<file path="config.mk">
export PLATFORM = sky130hd
export DESIGN_NAME = canfd_err_status
export DESIGN_NICKNAME = d
export VERILOG_FILES = /design/src/rtl/canfd_err_pkg.sv /design/src/rtl/err_classify.sv /design/src/rtl/err_flag_bank.sv /design/src/rtl/canfd_err_status.sv
export SDC_FILE = /design/constraint.sdc
export NUM_CORES = 1
export LEC_CHECK = 0
export ABC_AREA = 1
export BUFFER_PORTS_ARGS = -buffer_cell sky130_fd_sc_hd__buf_4
export CAP_MARGIN = 20
export CORE_MARGIN = 1.5
export CORE_UTILIZATION = 35
export DETAILED_ROUTE_END_ITERATION = 8
export MAX_ROUTING_LAYER = met4
export PLACE_DENSITY = 0.83
export SYNTH_ARGS = -nofsm -noshare
export SYNTH_HDL_FRONTEND = slang
export SYNTH_SLANG_ARGS = --single-unit
</file>
<file path="constraint.sdc">
create_clock -name clk -period 0.83 [get_ports clk]
set_clock_uncertainty 0.05 [all_clocks]
set_input_delay 0.083 -clock clk [delete_from_list [all_inputs] [get_ports clk]]
set_output_delay 0.083 -clock clk [all_outputs]
set_load 0.02 [all_outputs]
</file>
<file path="src/rtl/canfd_err_pkg.sv">
package canfd_err_pkg;

    localparam int FLAG_W = 12;

    localparam int B_CRC    = 0;
    localparam int B_FORM   = 1;
    localparam int B_STUFF  = 2;
    localparam int B_BIT    = 3;
    localparam int B_ACK    = 4;
    localparam int B_FCRC   = 8;
    localparam int B_FFORM  = 9;
    localparam int B_FSTUFF = 10;
    localparam int B_FBIT   = 11;

    localparam logic [FLAG_W-1:0] IMPL_MASK = 12'hF1F;

    typedef struct packed {
        logic bit_e;
        logic stuff_e;
        logic form_e;
        logic crc_e;
        logic ack_e;
    } err_evt_t;

    typedef struct packed {
        logic fast;
        logic tdc;
        logic fixed_stuff;
        logic crc_delim_bad;
    } err_ctx_t;

    typedef struct packed {
        logic bit_k;
        logic stuff_k;
        logic form_k;
        logic crc_k;
    } err_kind_t;

    typedef enum logic [1:0] {
        GRP_NOMINAL = 2'd0,
        GRP_FAST    = 2'd1,
        GRP_TDC     = 2'd2
    } err_grp_t;

    function automatic err_kind_t reclassify(err_evt_t e, err_ctx_t c);
        err_kind_t k;
        logic stuff_fixed;
        logic crc_delim;
        stuff_fixed = e.stuff_e & c.fixed_stuff;
        crc_delim   = e.crc_e & c.crc_delim_bad;
        k.bit_k   = e.bit_e;
        k.stuff_k = e.stuff_e & ~c.fixed_stuff;
        k.crc_k   = e.crc_e & ~c.crc_delim_bad;
        k.form_k  = e.form_e | stuff_fixed | crc_delim;
        return k;
    endfunction

    function automatic err_grp_t pick_group(err_ctx_t c);
        if (c.tdc)       return GRP_TDC;
        else if (c.fast) return GRP_FAST;
        else             return GRP_NOMINAL;
    endfunction

endpackage

</file>
<file path="src/rtl/err_classify.sv">
module err_classify
    import canfd_err_pkg::*;
(
    input  err_evt_t          evt,
    input  err_ctx_t          ctx,
    output logic [FLAG_W-1:0] set_vec
);
    err_kind_t kind;
    err_grp_t  grp;
    logic      any_evt;

    assign kind    = reclassify(evt, ctx);
    assign grp     = pick_group(ctx);
    assign any_evt = evt.bit_e | evt.stuff_e | evt.form_e | evt.crc_e | evt.ack_e;

    always_comb begin
        set_vec = '0;
        unique case (grp)
            GRP_TDC: begin
                set_vec[B_FBIT] = any_evt;
            end
            GRP_FAST: begin
                set_vec[B_FBIT]   = kind.bit_k;
                set_vec[B_FSTUFF] = kind.stuff_k;
                set_vec[B_FFORM]  = kind.form_k;
                set_vec[B_FCRC]   = kind.crc_k;
                set_vec[B_ACK]    = evt.ack_e;
            end
            default: begin
                set_vec[B_BIT]   = kind.bit_k;
                set_vec[B_STUFF] = kind.stuff_k;
                set_vec[B_FORM]  = kind.form_k;
                set_vec[B_CRC]   = kind.crc_k;
                set_vec[B_ACK]   = evt.ack_e;
            end
        endcase
    end
endmodule

</file>
<file path="src/rtl/err_flag_bank.sv">
module err_flag_bank #(
    parameter int W = 12,
    parameter logic [W-1:0] MASK = '1
) (
    input  logic         clk,
    input  logic         rst,
    input  logic [W-1:0] set_vec,
    input  logic [W-1:0] clr_vec,
    output logic [W-1:0] flags
);
    for (genvar i = 0; i < W; i++) begin : g_flag
        logic nxt;
        assign nxt = (flags[i] & ~clr_vec[i]) | set_vec[i];
        always_ff @(posedge clk) begin
            if (rst) flags[i] <= 1'b0;
            else     flags[i] <= MASK[i] ? nxt : 1'b0;
        end
    end
endmodule

</file>
<file path="src/rtl/canfd_err_status.sv">
module canfd_err_status
    import canfd_err_pkg::*;
#(
    parameter int DW = 32
) (
    input  logic              clk,
    input  logic              rst,
    input  logic              ev_bit,
    input  logic              ev_stuff,
    input  logic              ev_form,
    input  logic              ev_crc,
    input  logic              ev_ack,
    input  logic              in_fast,
    input  logic              in_tdc,
    input  logic              fixed_stuff,
    input  logic              crc_delim_bad,
    input  logic              wr_en,
    input  logic [FLAG_W-1:0] wr_data,
    output logic [DW-1:0]     rd_data
);
    localparam int PAD_W = DW - FLAG_W;

    err_evt_t          evt;
    err_ctx_t          ctx;
    logic [FLAG_W-1:0] set_vec;
    logic [FLAG_W-1:0] clr_vec;
    logic [FLAG_W-1:0] flags;

    assign evt = '{bit_e: ev_bit, stuff_e: ev_stuff, form_e: ev_form,
                   crc_e: ev_crc, ack_e: ev_ack};
    assign ctx = '{fast: in_fast, tdc: in_tdc, fixed_stuff: fixed_stuff,
                   crc_delim_bad: crc_delim_bad};
    assign clr_vec = wr_en ? wr_data : '0;

    err_classify u_classify (
        .evt     (evt),
        .ctx     (ctx),
        .set_vec (set_vec)
    );

    err_flag_bank #(.W(FLAG_W), .MASK(IMPL_MASK)) u_bank (
        .clk     (clk),
        .rst     (rst),
        .set_vec (set_vec),
        .clr_vec (clr_vec),
        .flags   (flags)
    );

    assign rd_data = {{PAD_W{1'b0}}, flags};
endmodule

</file>
=== Word-level counts from Yosys, hierarchy flattened ===
Index checks and enable logic that the tools add are counted.

* Register bits: 9
* Input port bits: 24
* Output and inout port bits: 32
* Logic and storage cells: 58

* Eq/ne operators: 2
* Mux-type cells: 7
* Bitwise operators: 39
* Reduce and logical (&&, ||, !) cells: 1

{| class="wikitable"
|+ Operators by type and width
! kind !! number
|-
| $or A1 B1 Y1 || 15
|-
| $and A1 B1 Y1 || 13
|-
| $mux W12 || 1
|-
| $not A1 Y1 || 11
|-
| $mux W4 || 1
|-
| $mux W3 || 1
|-
| $eq A2 B1 Y1 const B || 1
|-
| $eq A2 B2 Y1 const B || 1
|-
| $mux W1 || 2
|-
| $mux W2 || 1
|-
| $pmux W1 S2 || 1
|-
| $reduce_or A2 Y1 || 1
|}

=== Longest topological paths before layout ===
Gate-level depths: netlist (run 1).

* Word-level depth: 6
* Gate-level depth with buffers: 4
* Depth with buffers taken out: 4

=== Hierarchy ===
Synthesis (run 1) repeated with hierarchy kept, for this count alone.

* Cells, all modules: 129
* Area, all modules: 809.5 sq um

{| class="wikitable"
|+ Modules (own cells, without submodules)
! module !! instances !! cells each !! area each (sq um) !! seq. area each (sq um)
|-
| err_flag_bank || 1 || 50 || 397.9 || 180.2
|-
| canfd_err_status || 1 || 46 || 255.2 || 0.0
|-
| err_classify || 1 || 33 || 156.4 || 0.0
|}

=== Worst setup path before layout (run 1) ===
OpenSTA, ideal clock, no wires.

* Kind: register to register
* Start point: register u_bank.flags[11]
* End point: register u_bank.flags[11]
* Library setup time: 0.070 ns
* Arrival time: 0.721 ns
* Required time: 0.710 ns
* Slack: -0.011 ns
* Stages on the path, launching flop included: 5
* Path buffers: 0
* Period minus slack after synthesis: 0.841 ns
* Cell sequence: dfxtp_1 -> inv_1 -> a21oi_2 -> nor2_1 -> a21oi_1

* Word-level cells in the longest chain between the ends: 2

{| class="wikitable"
|+ RTL lines
! item !! line !! source
|-
| from (decl) || err_flag_bank.sv:9 || <nowiki>output logic [W-1:0] flags</nowiki>
|-
| from (signal, indexed assignment) || err_flag_bank.sv:16 || <nowiki>else flags[i] <= MASK[i] ? nxt : 1'b0;</nowiki>
|-
| $and A1 B1 Y1 || err_flag_bank.sv:13 || <nowiki>assign nxt = (flags[i] & ~clr_vec[i]) | set_vec[i];</nowiki>
|-
| $or A1 B1 Y1 || err_flag_bank.sv:13 ||
|}

Every way passes these cells.
A chain may end at the register's enable or synchronous reset.

=== Final worst setup path (run 1) ===
* Start point: register u_bank.flags[1]
* End point: output rd_data[1]

{| class="wikitable"
|+ RTL lines
! item !! line !! source
|-
| to (decl) || canfd_err_status.sv:19 || <nowiki>output logic [DW-1:0] rd_data</nowiki>
|}

No word-level cell between the ends.

==> results of run 1 <==
layout make-up:
class / count / area [um2] / area share (%)
clock buffers: 4 / 26.3 / 3.23
inverters: 6 / 22.5 / 2.76
multi-input cells: 68 / 285 / 35.0
flip-flops and latches: 9 / 191 / 23.5
well taps: 16 / 20.0 / 2.46
repair buffers: 31 / 269 / 33.0
power breakdown:
group,switching [uW],leakage (uW),internal (uW)
sequential,13.5,0.0000773,457
combinational,195,0.000336,131
clock,155,0.0000150,185
total,363,0.000428,773
synthesized netlist by cell type:
master / n / area (um2)
nand3b_1: 1 / 7.51
inv_1: 6 / 22.5
nor2_2: 2 / 12.5
nor2_1: 4 / 15.0
buf_4: 23 / 173
nand3_1: 4 / 20.0
buf_1: 1 / 3.75
a21oi_1: 9 / 45.0
dfxtp_1: 9 / 180
conb_1: 1 / 3.75
buf_2: 1 / 5.00
nand2_1: 24 / 90.1
a21oi_2: 1 / 8.76
cell families (layout without fill, tap and decap cells):
family | count (synthesis) | in the layout | synth area share (%)
AND/OR/NAND/NOR | 35 | 35 | 24.7
AO/OA/AOI/OAI | 10 | 10 | 9.17
buffers and inverters | 31 | 41 | 34.8
other | 1 | 23 | 0.639
flip-flops | 9 | 9 | 30.7
worst min-delay path, stage by stage:
cell and delay (ns):
buf_4 0.07, nand2_1 0.04, nand2_1 0.05, a21oi_1 0.05
per-stage QoR:
| step | total power [uW] | cells | instance area [um2] | hold WS [ns] |
|---|---|---|---|---|
| 2_1_floorplan | 741 | 108 | 671 | 0.173 |
| 3_3_place_gp | 776 | 128 | 727 | 0.266 |
| 3_5_place_dp | 781 | 128 | 727 | 0.275 |
| 4_1_cts | 1160 | 134 | 815 | 0.0199 |
| 5_1_grt | 1210 | 134 | 815 | 0.0338 |
| 6_report | 1140 | 134 | 815 | 0.0255 |
cells in the final DEF, fill, tap and decap left out:
master          n
dfxtp_2         9
nor2_1          4
clkbuf_4        3
clkbuf_1        1
inv_1           6
nand3b_1        1
a21oi_1         9
nand3_1         4
buf_6           9
dlygate4sd3_1   1
a21oi_2         1
nor2_2          2
nand2_1        24
conb_1         23
buf_4          21
routing by layer:
metal  vias up  GRT usage (%)  part of all wire, %
li1        282              -                    -
met1       231           14.6                   40
met2        36           22.6                   50
met3         0           6.25                  9.9
met4         0           3.64                    0
met5         -              -                    0
repair_timing:
item                                    4_1_cts  5_1_grt
resized for setup                            17        0
hold buffers                                  1        0
hold endpoints to repair                      8        0
endpoints found under the setup margin        9        9
buffers inserted                              1        0
worst min-delay path by stage:
stage,endpoint,start,cells after the start
final,u_bank.flags[3],wr_data[3],4
after global placement,u_bank.flags[11],rst,2
after floorplan,u_bank.flags[11],in_tdc,2
after detailed placement,u_bank.flags[11],rst,2
after global routing,u_bank.flags[8],wr_data[8],4
after CTS,u_bank.flags[4],wr_data[4],4
==> flow_metrics.tcl, run 1 <==
set metrics [dict create \
    status "finished with violations" \
    violations "negative setup slack" \
    overflow 0 \
    htree_levels 1 \
    p_per_area_nw_per_um2 1400 \
    clockBufferDepth 2 \
    grt.total_usage_pct 13.7 \
    netlist_area_um2 587 \
    grt_max_degree 10 \
    numCtsBuffers 3 \
    drc 0 \
    root_buffer "clkbuf_4" \
    antenna_cells 0 \
    reg.largest.list "u_bank.flags: 9 flops" \
    fin_nets 143 \
    path_clk_slew_ns 0.06 \
    dp_slack_ns 0.0603 \
    crit_cells 1 \
    dr.pass1.iters 4 \
    cp_top_family "flip-flops" \
    finalCritPeriodShare_pct 101 \
    top_register "u_bank.flags" \
    critPathLaunchType "register" \
    rr_startpoint "u_bank.flags[11]" \
    clock_latency_ns 0.26 \
    io_buffers 29 \
    drt_iter0_drc 3 \
    worstReg2RegEnd "u_bank.flags[11]" \
    setup-tns-final_ns -0.0534 \
    ys_seq_area_share_pct 30.7 \
    fin_util_pct 52.8 \
    final_antenna_net_count 0 \
    path_max_fanout 2 \
    hold_viol_final 0 \
    area_growth_pct 38.8 \
    critPathCapture "rd_data[1]" \
    wl_per_cell_um 8.75 \
    chipWidth_um 43.9 \
    vias_per_cell 4.10 \
    reg2reg_depth 4 \
    power.leakage_uw 0.000428 \
    crit_start "u_bank.flags[1]" \
    grt_pass1_vias 492 \
    setup_viol 9 \
    drv_slew 0 \
    syn_avg_cell_area_um2 6.82 \
    num_io_pins 56 \
    cp_num_buf_inv 1 \
    fillers 169 \
    drv_cap 0 \
    worstPathArrival_ns 0.70 \
    largest_reg_flops 9 \
    yosysWarnings 0 \
    cts.sinks 9 \
    grt_first_pass_wirelength_um 1880 \
    slowest_delay_ns 0.32 \
    synth_cell_types 13 \
    chipHeight_um 43.9 \
    rrSetupSlack_ns 0.09 \
    fmax_mhz 1190 \
    drive_above_1_share_pct 38.1 \
    critical_path_class "register to output port" \
    num_vias 549 \
    period_needed_ns 0.838 \
    finalWirelength_um 1170 \
    syn_inst 86 \
    hold_class "input pin to register" \
    gp_congestion 0.786 \
    fp.coreArea_um2 1540 \
    slowest_stage "dfxtp_2" \
    cp-end-kind "output port" \
    num_rows 14 \
    rsz0062_at_grt "true" \
    die-area_um2 1930 \
    crit_chain "buf_6" \
    ys_seq_elements 9 \
    ir_drop_uv 797 \
    fin_ws_ns -0.00761 \
    antenna_found_initial 0 \
    initial_core_util_pct 38.1 \
    critPathRequiredTime_ns 0.70 \
    cts_tree "done" \
    hpwl_um 921 \
]
No activity file was read; power rests on OpenSTA's default activity.
==> inputs of run 2 (changes only) <==
PLACE_DENSITY = 0.79   (was 0.83)
SETUP_SLACK_MARGIN = 0.3   (was default)
==> flow_metrics.tcl, run 2 (synthesis results as in run 1) <==
set metrics [dict create \
    status "finished with violations" \
    violations "negative setup slack" \
    fp.coreArea_um2 1540 \
    fin_nets 143 \
    finalCritPeriodShare_pct 104 \
    period_needed_ns 0.862 \
    drive_above_1_share_pct 50.8 \
    final_common_cell "conb_1" \
    hpwl_um 974 \
    numCtsBuffers 3 \
    finalWirelength_um 1270 \
    critical_path_class "register to output port" \
    drt_iter0_drc 6 \
    critPathLaunchType "register" \
    clock_latency_ns 0.25 \
    final_cell_mix "23 x conb_1, 21 x buf_4, 19 x nand2_1" \
    dp.cells 128 \
    antenna_cells 0 \
    cts_tree "done" \
    crit_chain "buf_6" \
    path_max_fanout 2 \
    drv_slew 0 \
    cp_top_family "flip-flops" \
    dp_slack_ns 0.0503 \
    p_per_area_nw_per_um2 1300 \
    final_antenna_net_count 0 \
    setup_viol 9 \
    gp_congestion 0.704 \
    critPathRequiredTime_ns 0.70 \
    dr.pass1.iters 4 \
    fin_util_pct 57.1 \
    rsz0062_at_grt "true" \
    sequentialPowerShare_pct 39.8 \
    num_io_pins 56 \
    fin_ws_ns -0.0324 \
    grt.total_usage_pct 14.2 \
    path_clk_slew_ns 0.06 \
    slowest_delay_ns 0.35 \
    vias_per_cell 4.19 \
    die-area_um2 1930 \
    cts.sinks 9 \
    switchingPower_uw 378 \
    fmax_mhz 1160 \
    slowest_stage "dfxtp_4" \
    power.internal_uw 765 \
    drc 0 \
    num_vias 562 \
    timing.hold.ws_ns 0.0262 \
    grt_pass1_vias 464 \
    drv_cap 0 \
    p_comb_share_pct 30.8 \
    clockBufferDepth 2 \
    swShare_pct 33.1 \
    worstPathArrival_ns 0.73 \
    grt_first_pass_wirelength_um 1870 \
    num_rows 14 \
    hold_class "input pin to register" \
    cp-end-kind "output port" \
    overflow 0 \
    area_growth_pct 50.1 \
    largest_reg_flops 9 \
    initial_core_util_pct 38.1 \
    top_register "u_bank.flags" \
    grt_max_degree 10 \
    htree_levels 1 \
    chipWidth_um 43.9 \
    io_buffers 29 \
    fin_cells 134 \
    power.leakage_uw 0.000435 \
    root_buffer "clkbuf_4" \
    cp_num_buf_inv 1 \
    antenna_found_initial 0 \
    p_clk_share_pct 29.5 \
    wl_per_cell_um 9.51 \
    reg.largest.list "u_bank.flags: 9 flops" \
    ir_drop_uv 757 \
    hold_viol_final 0 \
    chipHeight_um 43.9 \
]
==> run 2: changes by cell type in the layout (fill, tap and decap cells not counted), sizes merged <==
cell,before,now
buf,30,31
dlygate4sd3,1,0
==> run 2: timing repair <==
action / CTS / global route
endpoints found under the setup margin: 18 / 18
resized for setup: 11 / 12
setup buffers: 1 / 1
pin swaps: 0 / 4
hold endpoints to repair: 6 / 0
gates cloned: 0 / 0
==> run 2: power groups by stage <==
stage	registers, uW	logic [uW]	clock network, uW
global route	456	382	379
finish	454	352	337
CTS	452	332	358
floorplan	485	242	0
detailed placement	459	309	0
global placement	458	304	0
==> run 2: per-layer routing <==
| metal | vias to the layer above | share of wire, % | wire [um] | global-route usage (%) |
|---|---|---|---|---|
| met5 | - | 0 | 0 | - |
| met4 | 0 | 1.0 | 13 | 10.9 |
| met3 | 2 | 9.1 | 116 | 2.50 |
| met2 | 31 | 52 | 660 | 23.2 |
| met1 | 243 | 38 | 483 | 14.9 |
| li1 | 286 | - | - | - |
==> run 2: final cells by class <==
cell class              instances  area, um2
fillers                       156        661
multi-input cells              68        328
repair buffers                 31        270
flip-flops and latches          9        214
clock buffers                   4       26.3
inverters                       6       22.5
well taps                      16       20.0
==> run 2: path summary, 6_finish.rpt <==
kind / slack, ns / to / start / depth (start not counted)
setup / recovery: -0.03 / rd_data[0] / u_bank.flags[0] / 1
hold / removal: 0.03 / u_bank.flags[1] / rst / 2
setup reg to reg: 0.02 / u_bank.flags[11] / u_bank.flags[11] / 5
hold reg to reg: 0.42 / u_bank.flags[1] / u_bank.flags[1] / 2
==> run 2: stage by stage <==
step	area (um2)	total power [uW]	TNS (ns)
floorplan	703	726	0
global placement	759	761	0
detailed placement	759	767	0
CTS	835	1140	-0.340
global route	881	1220	-0.462
finish	881	1140	-0.242
